===== config.mk =====
export PLATFORM = sky130hd
export DESIGN_NAME = baud_gen
export DESIGN_NICKNAME = d
export VERILOG_FILES = /design/src/rtl/baud_pkg.sv /design/src/rtl/baud_prescaler.sv /design/src/rtl/baud_edge_sync.sv /design/src/rtl/baud_div_counter.sv /design/src/rtl/baud_gen.sv
export SDC_FILE = /design/constraint.sdc
export NUM_CORES = 1
export LEC_CHECK = 0
export CAP_MARGIN = 0
export CELL_PAD_IN_SITES_DETAIL_PLACEMENT = 1
export CELL_PAD_IN_SITES_GLOBAL_PLACEMENT = 1
export CORE_MARGIN = 1
export CORE_UTILIZATION = 35
export CTS_BUF_LIST = sky130_fd_sc_hd__clkbuf_2
export CTS_CLUSTER_SIZE = 28
export DETAILED_ROUTE_END_ITERATION = 7
export DONT_BUFFER_PORTS = 1
export GPL_ROUTABILITY_DRIVEN = 1
export PLACE_DENSITY_LB_ADDON = 0.1
export SLEW_MARGIN = 30
export SYNTH_ARGS = -nofsm -noshare
export SYNTH_HDL_FRONTEND = slang
export SYNTH_HIERARCHICAL = 1
export SYNTH_SLANG_ARGS = --single-unit

===== constraint.sdc =====
create_clock -name clk -period 0.96 [get_ports clk]
set_input_delay 0.096 -clock clk [delete_from_list [all_inputs] [get_ports clk]]
set_output_delay 0.096 -clock clk [all_outputs]
set_load 0.01 [all_outputs]

===== src/rtl/baud_pkg.sv =====
package baud_pkg;
  localparam int CTRL_W   = 8;
  localparam int SEL_W    = 3;
  localparam int DIV_W    = 4;
  localparam int CNT_W    = 5;
  localparam int BASE_DIV = 16;
  localparam int PRE_N    = 5;

  typedef enum logic [SEL_W-1:0] {
    SRC_EXT   = 3'd0,
    SRC_MAIN  = 3'd1,
    SRC_D2    = 3'd2,
    SRC_D4    = 3'd3,
    SRC_D8    = 3'd4,
    SRC_D16   = 3'd5,
    SRC_D32   = 3'd6,
    SRC_TIMER = 3'd7
  } src_sel_e;
endpackage


===== src/rtl/baud_prescaler.sv =====
module baud_prescaler #(
  parameter int STAGES = 5
) (
  input  logic              clk,
  input  logic              rst_n,
  output logic [STAGES-1:0] en_o
);
  logic [STAGES-1:0] cnt_q, cnt_d;

  always_comb cnt_d = cnt_q + 1'b1;

  always_ff @(posedge clk or negedge rst_n) begin
    if (!rst_n) cnt_q <= '0;
    else        cnt_q <= cnt_d;
  end

  // en_o[i] fires once every 2^(i+1) cycles
  for (genvar i = 0; i < STAGES; i++) begin : g_en
    assign en_o[i] = &cnt_q[i:0];
  end
endmodule


===== src/rtl/baud_edge_sync.sv =====
module baud_edge_sync #(
  parameter int SYNC_STAGES = 2
) (
  input  logic clk,
  input  logic rst_n,
  input  logic pin_i,
  output logic rise_o
);
  logic [SYNC_STAGES:0] sync_q, sync_d;

  always_comb sync_d = {sync_q[SYNC_STAGES-1:0], pin_i};

  always_ff @(posedge clk or negedge rst_n) begin
    if (!rst_n) sync_q <= '0;
    else        sync_q <= sync_d;
  end

  assign rise_o = sync_q[SYNC_STAGES-1] & ~sync_q[SYNC_STAGES];


  single_rise_chk: assert property (@(posedge clk) disable iff (!rst_n)
    rise_o |=> !rise_o);
endmodule


===== src/rtl/baud_div_counter.sv =====
module baud_div_counter #(
  parameter int CNT_W = 5,
  parameter int K_W   = 4,
  parameter int BASE  = 16
) (
  input  logic           clk,
  input  logic           rst_n,
  input  logic           reload_i,
  input  logic           src_en_i,
  input  logic           halt_i,
  input  logic [K_W-1:0] k_i,
  output logic           tick_o
);
  localparam int MAX_CNT = BASE + (1 << K_W) - 3;

  logic [CNT_W-1:0] cnt_q, cnt_d, lim;
  logic             tick_q, tick_d;

  always_comb lim = CNT_W'(BASE - 1) + CNT_W'(k_i);

  always_comb begin
    cnt_d  = cnt_q;
    tick_d = 1'b0;
    if (reload_i) begin
      cnt_d = '0;
    end else if (src_en_i && !halt_i) begin
      if (cnt_q == lim) begin
        cnt_d  = '0;
        tick_d = 1'b1;
      end else begin
        cnt_d = cnt_q + 1'b1;
      end
    end
  end

  always_ff @(posedge clk or negedge rst_n) begin
    if (!rst_n) begin
      cnt_q  <= '0;
      tick_q <= 1'b0;
    end else begin
      cnt_q  <= cnt_d;
      tick_q <= tick_d;
    end
  end

  assign tick_o = tick_q;


  reload_zero_chk: assert property (@(posedge clk) disable iff (!rst_n)
    reload_i |=> (cnt_q == '0) && !tick_o);

  tick_width_chk: assert property (@(posedge clk) disable iff (!rst_n)
    tick_o |=> !tick_o);

  cnt_range_chk: assert property (@(posedge clk) disable iff (!rst_n)
    int'(cnt_q) <= MAX_CNT);
endmodule


===== src/rtl/baud_gen.sv =====
module baud_gen
  import baud_pkg::*;
(
  input  logic              clk,
  input  logic              rst_n,
  input  logic              wr_en,
  input  logic [CTRL_W-2:0] wr_data,
  input  logic              busy,
  input  logic              ext_clk,
  input  logic              timer_pulse,
  output logic [CTRL_W-1:0] ctrl_q,
  output logic              tick,
  output logic              illegal_cfg,
  output logic              wr_err
);
  logic [1:0] rst_sq;
  logic       rst_ni;

  always_ff @(posedge clk or negedge rst_n) begin
    if (!rst_n) rst_sq <= '0;
    else        rst_sq <= {rst_sq[0], 1'b1};
  end
  assign rst_ni = rst_sq[1];

  logic [CTRL_W-2:0] reg_q, reg_d;
  logic              err_q, err_d;
  logic              wr_ok;
  src_sel_e          sel;
  logic [DIV_W-1:0]  k;
  logic [PRE_N-1:0]  pre_en;
  logic              ext_rise, src_en;

  assign wr_ok = wr_en & ~busy;

  always_comb begin
    reg_d = reg_q;
    err_d = err_q;
    if (wr_ok) begin
      reg_d = wr_data;
      err_d = 1'b0;
    end else if (wr_en) begin
      err_d = 1'b1;
    end
  end

  always_ff @(posedge clk or negedge rst_ni) begin
    if (!rst_ni) begin
      reg_q <= '0;
      err_q <= 1'b0;
    end else begin
      reg_q <= reg_d;
      err_q <= err_d;
    end
  end

  assign sel = src_sel_e'(reg_q[DIV_W +: SEL_W]);
  assign k   = reg_q[DIV_W-1:0];

  baud_prescaler #(.STAGES(PRE_N)) u_pre (
    .clk(clk), .rst_n(rst_ni), .en_o(pre_en)
  );

  baud_edge_sync #(.SYNC_STAGES(2)) u_sync (
    .clk(clk), .rst_n(rst_ni), .pin_i(ext_clk), .rise_o(ext_rise)
  );

  always_comb begin
    case (sel)
      SRC_EXT:   src_en = ext_rise;
      SRC_MAIN:  src_en = 1'b1;
      SRC_D2:    src_en = pre_en[0];
      SRC_D4:    src_en = pre_en[1];
      SRC_D8:    src_en = pre_en[2];
      SRC_D16:   src_en = pre_en[3];
      SRC_D32:   src_en = pre_en[4];
      default:   src_en = timer_pulse;
    endcase
  end

  assign illegal_cfg = &k;

  baud_div_counter #(.CNT_W(CNT_W), .K_W(DIV_W), .BASE(BASE_DIV)) u_div (
    .clk(clk), .rst_n(rst_ni), .reload_i(wr_ok), .src_en_i(src_en),
    .halt_i(illegal_cfg), .k_i(k), .tick_o(tick)
  );

  assign ctrl_q = {1'b0, reg_q};
  assign wr_err = err_q;


  busy_block_chk: assert property (@(posedge clk) disable iff (!rst_ni)
    (wr_en && busy) |=> ($stable(ctrl_q) && wr_err));

  illegal_quiet_chk: assert property (@(posedge clk) disable iff (!rst_ni)
    illegal_cfg |-> !tick);

  msb_zero_chk: assert property (@(posedge clk) disable iff (!rst_ni)
    wr_ok |=> !ctrl_q[CTRL_W-1] && !wr_err);
endmodule


==> results.txt, run 1 <==
The detail route stage leaves a number of antenna-violating nets equal to 0. The initial antenna violation count is 0. After synthesis, the most frequently instantiated cells are sky130_fd_sc_hd__dfrtp_1, sky130_fd_sc_hd__mux2_2, sky130_fd_sc_hd__xnor2_1. The number of setup violations in the final report is 19. The count of flip-flops with a built-in enable after synthesis came out at 0. The antenna diode count is 0. The number of buffers on the longest clock path is 2. The kind of cell with the highest combined delay along the critical path is multiplexers. The number of buffers created by CTS is 3.

The largest single stage delay on the critical path is around 0.47 ns. Setup repair after global routing could not meet its margin everywhere. The run finished, with violations left.

Among all flip-flop cells after synthesis, the most frequent one is sky130_fd_sc_hd__dfrtp_1. For the worst setup path, the data arrival time is 2.60 ns. The number of cell instances on the worst register-to-register path is 9. The maximum level of the CTS H-tree came out at 1.

The number of nets in the layout is 147. The post-route core utilization is around 53%. The portion of the post-synthesis area used by sequential elements came out at between 50% and 60%.

The number of nets handed over by synthesis was 104. The adder-cell share of the synthesized area is 5.537%. The number of buffers and inverters on the critical path is 0. The post-synthesis cell type with the largest combined area is sky130_fd_sc_hd__dfrtp_1.

The initialized floorplan defines 20 standard-cell rows. The die footprint is about 0.0035 mm². The floorplan step set the die width to 58.82 µm. The number of vias per cell came out at approximately 4.6.

The sort of element at the start of the critical path is a flip-flop. The share of synthesized flip-flops with an asynchronous set or reset came out at between 90% and 100%. Across the VDD grid, the largest voltage drop is between 0.9 and 1 mV.

The power per unit of standard cell area is 1761 mW/mm². The count of synthesis-stage warnings from yosys came out at 6. The dominant cell by count in the synthesized netlist is sky130_fd_sc_hd__dfrtp_1. After synthesis, the largest family of logic cells by area is multiplexers. The average instance area after synthesis came out at roughly 13 µm². The congestion estimate from routability-driven global placement came to about 0.74.

The share of cells above drive strength 1 came out at 50.00%. TritonCTS built the clock tree. The clock-pin slew on the worst setup and hold paths came out at 0.22 ns. The data required time at the worst endpoint came out at 1.21 ns. The aggregate global-route resource usage came out at between 15 and 20%. The detailed router finished its first iteration with 22 violations. The total count of hold-check failures in the final report is 0.

The worst setup path is captured at a flip-flop. The pin count of the biggest net entering global routing is 15. The residual overflow from global routing came out at 0. The root cell of the clock tree is sky130_fd_sc_hd__clkbuf_2.

The clock latency reported for the late side of the worst-skew pair came out at approximately 0.34 ns. The area share of and/or/nand/nor cells after synthesis is about an eighth. The leakage dissipation came out at 0.7669 nW. The worst hold path belongs to the class flip-flop to asynchronous set/reset pin.

The wire-length estimate of the detail-placed layout is 1884 µm. The worst path in the final design needs a cycle of ~2.4 ns, including I/O delays and setup. The count of buffers inserted at the top-level ports came out at 0. The post-synth design cell area is approximately 0.0011 mm². Synthesis produced a netlist whose cell count is 86. The area fraction in compound gates after synthesis came out at 4.097%. The post-route worst hold slack came out at 0.06135 ns. The top fanout value on the critical path is 4. The overall routed net length came out at 2559 µm. The final reports fail on setup timing.

The core footprint came out at roughly 0.003 mm². The area growth from synthesis to layout is 44.19%. OpenSTA, run right after detailed placement, puts the worst setup slack at -1.387 ns. The critical path is of the flip-flop to flip-flop type. The final number of max-transition violations is 0. The synthesized-area fraction occupied by xor and xnor cells came out at ~7%.

The area fraction of the dominant cell type after synthesis came out at 53.16%. The count of cell types in the netlist is 28. The tool flagged a number of max-cap violations equal to 0. Sorting the synthesized cells by area gives the leading types as sky130_fd_sc_hd__dfrtp_1, sky130_fd_sc_hd__mux2_2, sky130_fd_sc_hd__ha_1.

Static timing analysis puts the maximum clock frequency at roughly 430 MHz. The total design power is roughly 2.9 mW. The final clock period utilization by the worst path is 244.9%.

The initial core utilization is 37.01%. Traced cell by cell, the critical path runs through ha_2, and3_4, ha_4, mux2_4, mux4_2, nand2b_1, nor2_2, and2_4, mux2_2. After synthesis, the share of cell area in mux cells is roughly 15%. The wire length of the first global-routing pass came out at around 4300 µm. In the routed design, unresolved DRC markers number 0. The length of the first detailed-routing pass in iterations is 4.

The number of filler cells placed in the layout came out at about 330. The floorplan die height came out at ~59 µm. On the critical path, the stage with the largest delay is an instance of sky130_fd_sc_hd__mux4_2. The flip-flop and latch count after synthesis is 24. Counting buffers and inverters, the worst setup path is 9 cells deep.

The setup slack after layout is -1.391 ns. The clock sink count came out at 24. Across the routed clock network, the largest skew measured is approximately 0.0077 ns. In the final routed layout, each cell accounts on average for ~15 µm. For this design the top-level I/O count stands at 24.

In this run the critical register-to-register path is launched from u_pre/cnt_q[0]. The via count of the first global-routing pass came to between 900 and 1000. Across all layers, the routed design uses 797 vias. The most critical setup path has its startpoint at u_pre/cnt_q[0].
layer usage:
| metal | vias to the layer above | track usage (%) | routed length (µm) |
|---|---|---|---|
| li1 | 379 | - | - |
| met1 | 403 | 20.17 | 1019 |
| met2 | 13 | 31.01 | 1452 |
| met3 | 2 | 4.176 | 66 |
| met4 | 0 | 6.122 | 21 |
| met5 | - | 0 | 0 |
path summary, 6_finish.rpt:
path | endpoint | slack [ns]
min | reg_q[2] | 0.06
min reg2reg | reg_q[2] | 0.06
max reg2reg | u_div/cnt_q[0] | -1.39
min in group clk | u_div/cnt_q[2] | 0.07
max | u_div/cnt_q[0] | -1.39
max in group asynchronous | rst_sq[1] | 0.37
metrics by stage:
step | instances | cell area (µm²) | TNS, ns
6_report | 172 | 1629 | -9.552
2_1_floorplan | 86 | 1156 | -7.315
5_1_grt | 172 | 1629 | -10.93
4_1_cts | 170 | 1607 | -9.862
3_3_place_gp | 151 | 1371 | -7.532
3_5_place_dp | 151 | 1371 | -7.986
cells in the final DEF, fill, tap and decap left out, types with 2 or more instances in the layout:
master | synthesis | layout
sky130_fd_sc_hd__inv_1 | 3 | 3
sky130_fd_sc_hd__nand3_1 | 3 | 3
sky130_fd_sc_hd__buf_4 | 2 | 17
sky130_fd_sc_hd__clkbuf_2 | 0 | 3
sky130_fd_sc_hd__nor2_2 | 0 | 2
sky130_fd_sc_hd__dfrtp_1 | 24 | 22
sky130_fd_sc_hd__xor2_1 | 3 | 3
sky130_fd_sc_hd__conb_1 | 2 | 2
sky130_fd_sc_hd__a22o_2 | 3 | 3
sky130_fd_sc_hd__ha_1 | 5 | 3
sky130_fd_sc_hd__nor3_1 | 2 | 2
sky130_fd_sc_hd__dlygate4sd3_1 | 0 | 12
sky130_fd_sc_hd__nor2_1 | 5 | 3
sky130_fd_sc_hd__mux2_2 | 11 | 11
sky130_fd_sc_hd__dfrtp_2 | 0 | 2
sky130_fd_sc_hd__xnor2_1 | 6 | 6
sky130_fd_sc_hd__buf_6 | 0 | 12
kinds of logic (layout without fill, tap and decap cells):
kind of cell	Yosys count	after routing
other	2	2
xor gates and xnor gates	9	9
adders and majority gates	5	5
and+or+nand+nor	21	21
AOI/OAI and AO/OA	5	5
muxes	14	14
DFF	24	24
buffers and inverters	6	48
registers in the layout, indices dropped and copies added, names as in the netlist:
signal and count:
reg_q 7, u_div/tick_o 1, rst_sq 2, u_pre/cnt_q 5, wr_err 1, u_div/cnt_q 5, u_sync/sync_q 3
timing repair:
item | 4_1_cts | 5_1_grt
resized for setup | 16 | 2
setup endpoints to repair | 19 | 20
setup buffers | 4 | 2
endpoints found under the hold margin | 11 | 0
hold buffers | 12 | 0
pin swaps | 4 | 2
final cells by class:
| class | count | area [µm²] | area share [%] |
|---|---|---|---|
| flip-flops and latches | 24 | 603.1 | 37.02 |
| multi-input cells | 56 | 531.8 | 32.64 |
| repair buffers | 41 | 382.9 | 23.50 |
| well taps | 44 | 55.05 | 3.379 |
| clock inverters | 1 | 30.03 | 1.843 |
| clock buffers | 3 | 15.01 | 0.9217 |
| inverters | 3 | 11.26 | 0.6912 |
report_power, final:
group | internal [mW] | total (mW) | switching [mW] | leakage (nW)
sequential | 1.13 | 1.27 | 0.137 | 0.294
combinational | 0.565 | 0.938 | 0.373 | 0.446
clock | 0.359 | 0.660 | 0.301 | 0.0266
Note: power is estimated with default switching activity, not from simulation.
==> inputs of run 2 (changes only) <==
--- a/config.mk
+++ b/config.mk
@@ -15,7 +15,7 @@
 export DETAILED_ROUTE_END_ITERATION = 7
 export DONT_BUFFER_PORTS = 1
 export GPL_ROUTABILITY_DRIVEN = 1
-export PLACE_DENSITY_LB_ADDON = 0.1
+export PLACE_DENSITY_LB_ADDON = 0.05
 export SLEW_MARGIN = 30
 export SYNTH_ARGS = -nofsm -noshare
 export SYNTH_HDL_FRONTEND = slang
==> results.txt, run 2 (same netlist as run 1, synthesis figures left out) <==
The flow ran to the end, but the final reports show violations. The checks that failed: setup timing. The critical path goes through ha_2, and3_4, ha_4, mux2_4, mux4_2, nand2b_1, nor2_2, and2_4, mux2_2. Summing all non-filler instances in the final layout gives an area of 0.001600 mm². The number of vias per cell is 4.606.

TritonCTS built the clock tree. The count of buffer and inverter cells on the critical path came out at 0. The number of nets in the layout is between 100 and 150. Setup repair after global routing could not meet its margin everywhere. The global routing usage on met3 is 2.198%. The largest clock skew in the final design is 0.002788 ns. The endpoint identified for the worst register-to-register timing path is u_div/cnt_q[0]. The reg2reg setup slack came out at -1.36 ns. The number of setup violations in the final report came out at 17. Leaving out fill and tap cells, the most frequent cell in the layout is sky130_fd_sc_hd__dfrtp_1. In the final layout, the share of cells above drive strength 1 is around half. The startpoint of the worst-slack reg-to-reg timing path is u_pre/cnt_q[1]. The maximum VDD drop is 0.7145 mV. The critical path crosses 9 cells after its start point.

The data required time at the worst endpoint came out at ~1.2 ns. The final weighted congestion in routability-driven placement is about 0.72. The instance area after placement is 0.001399 mm². The largest delay contributor family on the critical path is multiplexers. The floorplan step defined a die boundary enclosing 0.003459 mm². For this run, the share of the core covered by cells in the final layout is 52.42%. The post-detailed-route count of antenna-violating nets is 0. The overall routed net length came out at between 2000 and 2500 µm. The floorplan die height came out at a little under 60 µm. Ranked by flip-flop count, first place goes to reg_q. The final clock period utilization by the worst path is 241.8%. The width of the die came out at 58.82 µm. Global routing finished with a remaining overflow of 0.

The core footprint is 0.003053 mm². The number of buffers on the longest clock path is 2. The initial detailed-routing violation count is 9. The leakage dissipation is around 0.76 nW. The class of the tightest hold or removal check is flip-flop to asynchronous set/reset pin.

The via count of the routed design is roughly 800. The endpoint arrival time on the critical path came out at about 2.6 ns. The critical path ends at u_div/cnt_q[0]. On the worst path, the slowest cell contributes a delay of ~0.48 ns. The worst setup path is captured at a flip-flop. The clock latency reported for the late side of the worst-skew pair is ~0.31 ns.

The standard cell with the maximum stage delay on the critical path is sky130_fd_sc_hd__mux4_2. The maximum operating frequency came out at 430.8 MHz. Max-cap violations in this run came to 0.

The routing usage on met2 is a little over a quarter. In the layout the commonest cells are sky130_fd_sc_hd__dfrtp_1, sky130_fd_sc_hd__buf_4, sky130_fd_sc_hd__dlygate4sd3_1. The length of the first detailed-routing pass in iterations is 3. For this design, the sink count on the clock tree is 24. The total count of hold-check failures in the final report is 0.

The wire length of the first global-routing pass came out at slightly below 4000 µm. The routed wire length per instance came out at 13.64 µm. The initialized floorplan defines 20 standard-cell rows. The power per unit of standard cell area came out at approximately 1600 mW/mm². The pin count of the biggest net entering global routing came out at 13. The clock-pin slew on the worst setup and hold paths came out at 0.21 ns. The final sum of negative setup slack is -8.869 ns.

The I/O pin total came out at 24. The number of buffers created by CTS came out at 3. The antenna diode count is 0. The final critical-path required period came out at about 2.3 ns. In the final layout, the registers with the most flip-flops are reg_q x7, u_div/cnt_q x5, u_pre/cnt_q x5.

The count of non-filler cells in the finished layout is 170. The tree is rooted in a sky130_fd_sc_hd__clkbuf_2. Along the worst path, the maximum fanout reaches 4. The initial antenna violation count is 0.

In this run the number of H-tree levels came out at 1. The count of buffers inserted at the top-level ports is 0. The filler cells instantiated in the layout total 330. The sort of element at the start of the critical path is a flip-flop. The register with the most flip-flops in the layout has 7 of them.

The global-route track usage on met1 is around a fifth. By startpoint and endpoint, the worst setup path is classified as flip-flop to flip-flop. The area overhead of the layout relative to synthesis came out at 41.64%. The aggregate global-route resource usage is between 10% and 20%. The setup slack after layout came out at -1.361 ns.

The remaining routing DRC violations is 0. The via count of the first global-routing pass was between 800 and 900. met2 is the most crowded layer. The half-perimeter wire length of the detailed placement result came out at between 1500 and 2000 µm. The number of placed instances, taps included is approximately 150.

The final number of max-transition violations came to 0. The initial core utilization is a little under two fifths. The start point of the critical path is u_pre/cnt_q[1].

The number of cell instances on the worst register-to-register path is 9.
[run 2: changes by cell type in the layout (fill, tap and decap cells not counted), sizes merged]
cell    delta
buf        -1
bufinv     -1
[run 2: worst min-delay path by stage]
stage               startpoint         to  slack, ns  depth (start not counted)
global placement         rst_n  rst_sq[0]      -0.20                          0
CTS                  rst_sq[1]     wr_err       0.15                          0
detailed placement       rst_n  rst_sq[1]      -0.20                          0
floorplan                rst_n  rst_sq[0]      -0.20                          0
global route         rst_sq[1]   reg_q[1]       0.17                          0
finish               rst_sq[1]     wr_err       0.15                          0
[run 2: cell type report]
class / count / area [µm²] / area share [%]
clock buffer: 3 / 15.01 / 0.9382
inverter: 3 / 11.26 / 0.7037
multi-input combinational: 56 / 556.8 / 34.79
sequential: 24 / 600.6 / 37.53
tap: 44 / 55.05 / 3.440
timing repair buffer: 40 / 361.6 / 22.60
[run 2: through the flow]
stage / total power [mW] / setup WS, ns / hold slack (ns)
3_5_place_dp: 2.114 / -1.358 / -0.1995
5_1_grt: 2.680 / -1.452 / 0.1726
3_3_place_gp: 2.090 / -1.310 / -0.1995
4_1_cts: 2.564 / -1.374 / 0.1547
6_report: 2.520 / -1.361 / 0.1458
2_1_floorplan: 1.760 / -1.302 / -0.1996
[run 2: per-layer routing]
layer	vias up	routed length, µm
li1	374	-
met1	399	1029
met2	8	1222
met3	2	48
met4	0	17
met5	-	0
[run 2: report_power, final]
group | leakage (nW) | internal, mW | switching, mW
registers | 0.296 | 1.13 | 0.115
logic | 0.447 | 0.536 | 0.371
clock network | 0.0125 | 0.0852 | 0.281
[run 2: timing repair]
item,in CTS,in global routing
buffers inserted,3,1
hold buffers,12,0
resized for setup,9,4
pin swaps,2,3
endpoints found under the hold margin,11,0
setup endpoints to repair,17,18
==> inputs of run 3 (changes only) <==
--- a/config.mk
+++ b/config.mk
@@ -15,7 +15,7 @@
 export DETAILED_ROUTE_END_ITERATION = 7
 export DONT_BUFFER_PORTS = 1
 export GPL_ROUTABILITY_DRIVEN = 1
-export PLACE_DENSITY_LB_ADDON = 0.05
+export PLACE_DENSITY = 0.61
 export SLEW_MARGIN = 30
 export SYNTH_ARGS = -nofsm -noshare
 export SYNTH_HDL_FRONTEND = slang
==> results.txt, run 3 (same netlist as run 1, synthesis figures left out) <==
The area overhead of the layout relative to synthesis came out at 43.52%. The class of the tightest hold or removal check is flip-flop to asynchronous set/reset pin. The routed layout has 800 vias.

The flip-flop count of the largest register, all copies and words added came out at 7. The clock-pin slew on the worst setup and hold paths is 0.24 ns. The flow ran to the end, but the final reports show violations. The overall routed net length came out at 2653 µm.

The power per unit of standard cell area is around 1800 mW/mm². The worst setup path is launched from a flip-flop. Setup repair after global routing could not meet its margin everywhere. The count of non-filler cells in the finished layout came out at between 150 and 200. Counting I/O delays and the setup requirement, the final critical path takes roughly 2.4 ns. In this run the number of H-tree levels came out at 1. The post-detailed-route count of antenna-violating nets came out at 0. For the worst setup path, the data required time is around 1.2 ns. In the routed design, unresolved DRC markers number 0.

The routed wire length per instance came out at between 15 and 20 µm. The post-route core utilization came out at a little over half. The number of setup violations in the final report is 18. The kind of end point of the critical path is a flip-flop.

The I/O pin total came out at 24. After the first detailed-routing iteration, the DRC count stood at 10. The length of the first detailed-routing pass in iterations is 2. The total count of hold-check failures in the final report came out at 0. The wire length of the first global-routing pass is between 4000 and 5000 µm. Counting along the longest clock path gives a buffer depth of 2.

TritonCTS built the clock tree. Buffers inserted during clock tree synthesis total 3. The floorplan has 20 rows. The pin count of the biggest net entering global routing came out at 18. The die footprint came out at ~0.0035 mm².

Detailed placement ended at an HPWL of between 1500 and 2000 µm. Based on the critical path, the design can be clocked at up to between 400 and 500 MHz. The maximum VDD drop is approximately 0.84 mV.

The number of placed instances, taps included is 150. In this run, flip-flops and latches consume between 40 and 50% of the power. Combinational logic is responsible for approximately 32% of the overall power. The top fanout value on the critical path came out at 2.

The via count of the first global-routing pass was 900. The number of vias per cell came out at 4.762. The clock sink count came out at 24. The residual overflow from global routing came out at 0. The final number of max-transition violations came out at 0. The area of the multi-input gates is about 560 µm².

The total net switching power is 847.1 µW. The largest clock skew in the final design is between 0.003 and 0.004 ns. The largest registers in the layout are reg_q x7, u_div/cnt_q x5, u_pre/cnt_q x5. The final weighted congestion in routability-driven placement is approximately 0.76. The leakage dissipation is between 0.7 and 0.8 nW. The switching power share of the total is 29.30%. For the worst flop-to-flop path, the logic depth is 9. The instance area after placement came out at 0.001376 mm². The aggregate global-route resource usage came out at between 10% and 20%. The final reports fail on setup timing. The later pin in the worst-skew pair is clocked with a latency of 0.36 ns.

The floorplan step set the die width to slightly below 60 µm. The post-route worst hold slack came out at approximately 0.12 ns. The core footprint is between 0.003 and 0.004 mm². The count of buffers inserted at the top-level ports is 0. Summing all flip-flop and latch instances after layout gives 600.6 µm². The worst setup path is of the flip-flop to flip-flop kind. Dividing the final minimum period by the clock period gives 251.9%. The endpoint arrival time on the critical path is 2.70 ns. The share of cells above drive strength 1 came out at between 40 and 50%. The library cell used most frequently in the layout, excluding fill and tap cells, is sky130_fd_sc_hd__dfrtp_1. The portion of total power attributed to the clock network is 23.8%. In the layout the commonest cells are sky130_fd_sc_hd__dfrtp_1, sky130_fd_sc_hd__buf_4, sky130_fd_sc_hd__dlygate4sd3_1. Once the floorplan was initialized, standard cells occupied a little under two fifths of the core. The setup slack after layout is -1.459 ns. The initial antenna violation count came to 0.

The area of all placed cells without fillers is ~0.0016 mm². The root buffer cell chosen for the clock tree is sky130_fd_sc_hd__clkbuf_2. The number of nets in the layout is 143.

The tool flagged a number of max-cap violations equal to 0. The internal power of the cells came out at between 2 and 2.5 mW. The number of filler cells placed in the layout came out at between 300 and 400. reg_q holds more flip-flops than any other register. The antenna diode count came out at 0.

The floorplan die height came out at 58.82 µm.
==> run 3: area by class of cell <==
| class | instances | share of cell area [%] |
|---|---|---|
| clock buffer | 3 | 0.9259 |
| timing repair buffer | 37 | 21.60 |
| sequential | 24 | 37.04 |
| multi-input combinational | 56 | 34.49 |
| tap | 44 | 3.395 |
| clock inverter | 1 | 1.852 |
| inverter | 3 | 0.6944 |
==> run 3: per-stage QoR <==
step                      setup TNS [ns]  power (mW)  setup slack, ns
after floorplan                   -7.315       1.760           -1.302
after global placement            -8.229       2.062           -1.324
after detailed placement          -8.696       2.096           -1.418
after CTS                         -9.758       2.861           -1.415
after global routing              -11.04       3.032           -1.521
final                             -9.971       2.891           -1.459
==> run 3: worst paths after layout <==
path,from,end,slack (ns)
min in group clk,busy,u_div/cnt_q[2],0.13
worst max-delay path,u_pre/cnt_q[1],u_div/cnt_q[4],-1.46
worst min register to register,rst_sq[1],reg_q[3],0.12
worst min-delay path,rst_sq[1],reg_q[3],0.12
worst max register to register,u_pre/cnt_q[1],u_div/cnt_q[4],-1.46
max in group asynchronous,rst_n,rst_sq[0],0.39
==> run 3: routing by layer <==
metal	global-route usage (%)	up-vias	share of wire [%]
met2	29.71	22	52
met5	0	-	0
met4	11.22	0	3.6
met3	3.736	9	3.4
met1	20.03	401	41
li1	-	368	-
==> run 3: what timing repair did <==
action,CTS,global route
hold buffers,12,0
pin swaps,4,2
resized for setup,11,4
endpoints found under the hold margin,11,0
setup endpoints to repair,19,20
cloned,0,0
buffers inserted,2,1
==> run 3: power by group through the flow <==
stage               clock [mW]  sequential [mW]  combinational [mW]
global route             0.732             1.29                1.01
detailed placement           0             1.28               0.819
global placement             0             1.27               0.790
CTS                      0.704             1.27               0.890
floorplan                    0             1.32               0.445
finish                   0.688             1.27               0.933
==> run 3: critical path: stages, from the launching register on <==
cell	delay, ns
sky130_fd_sc_hd__dfrtp_1	0.46
sky130_fd_sc_hd__ha_2	0.19
sky130_fd_sc_hd__and3_4	0.16
sky130_fd_sc_hd__ha_4	0.15
sky130_fd_sc_hd__mux2_4	0.27
sky130_fd_sc_hd__mux4_2	0.53
sky130_fd_sc_hd__nand2b_4	0.10
sky130_fd_sc_hd__nor2_2	0.05
sky130_fd_sc_hd__a31o_2	0.23
sky130_fd_sc_hd__a22o_2	0.22
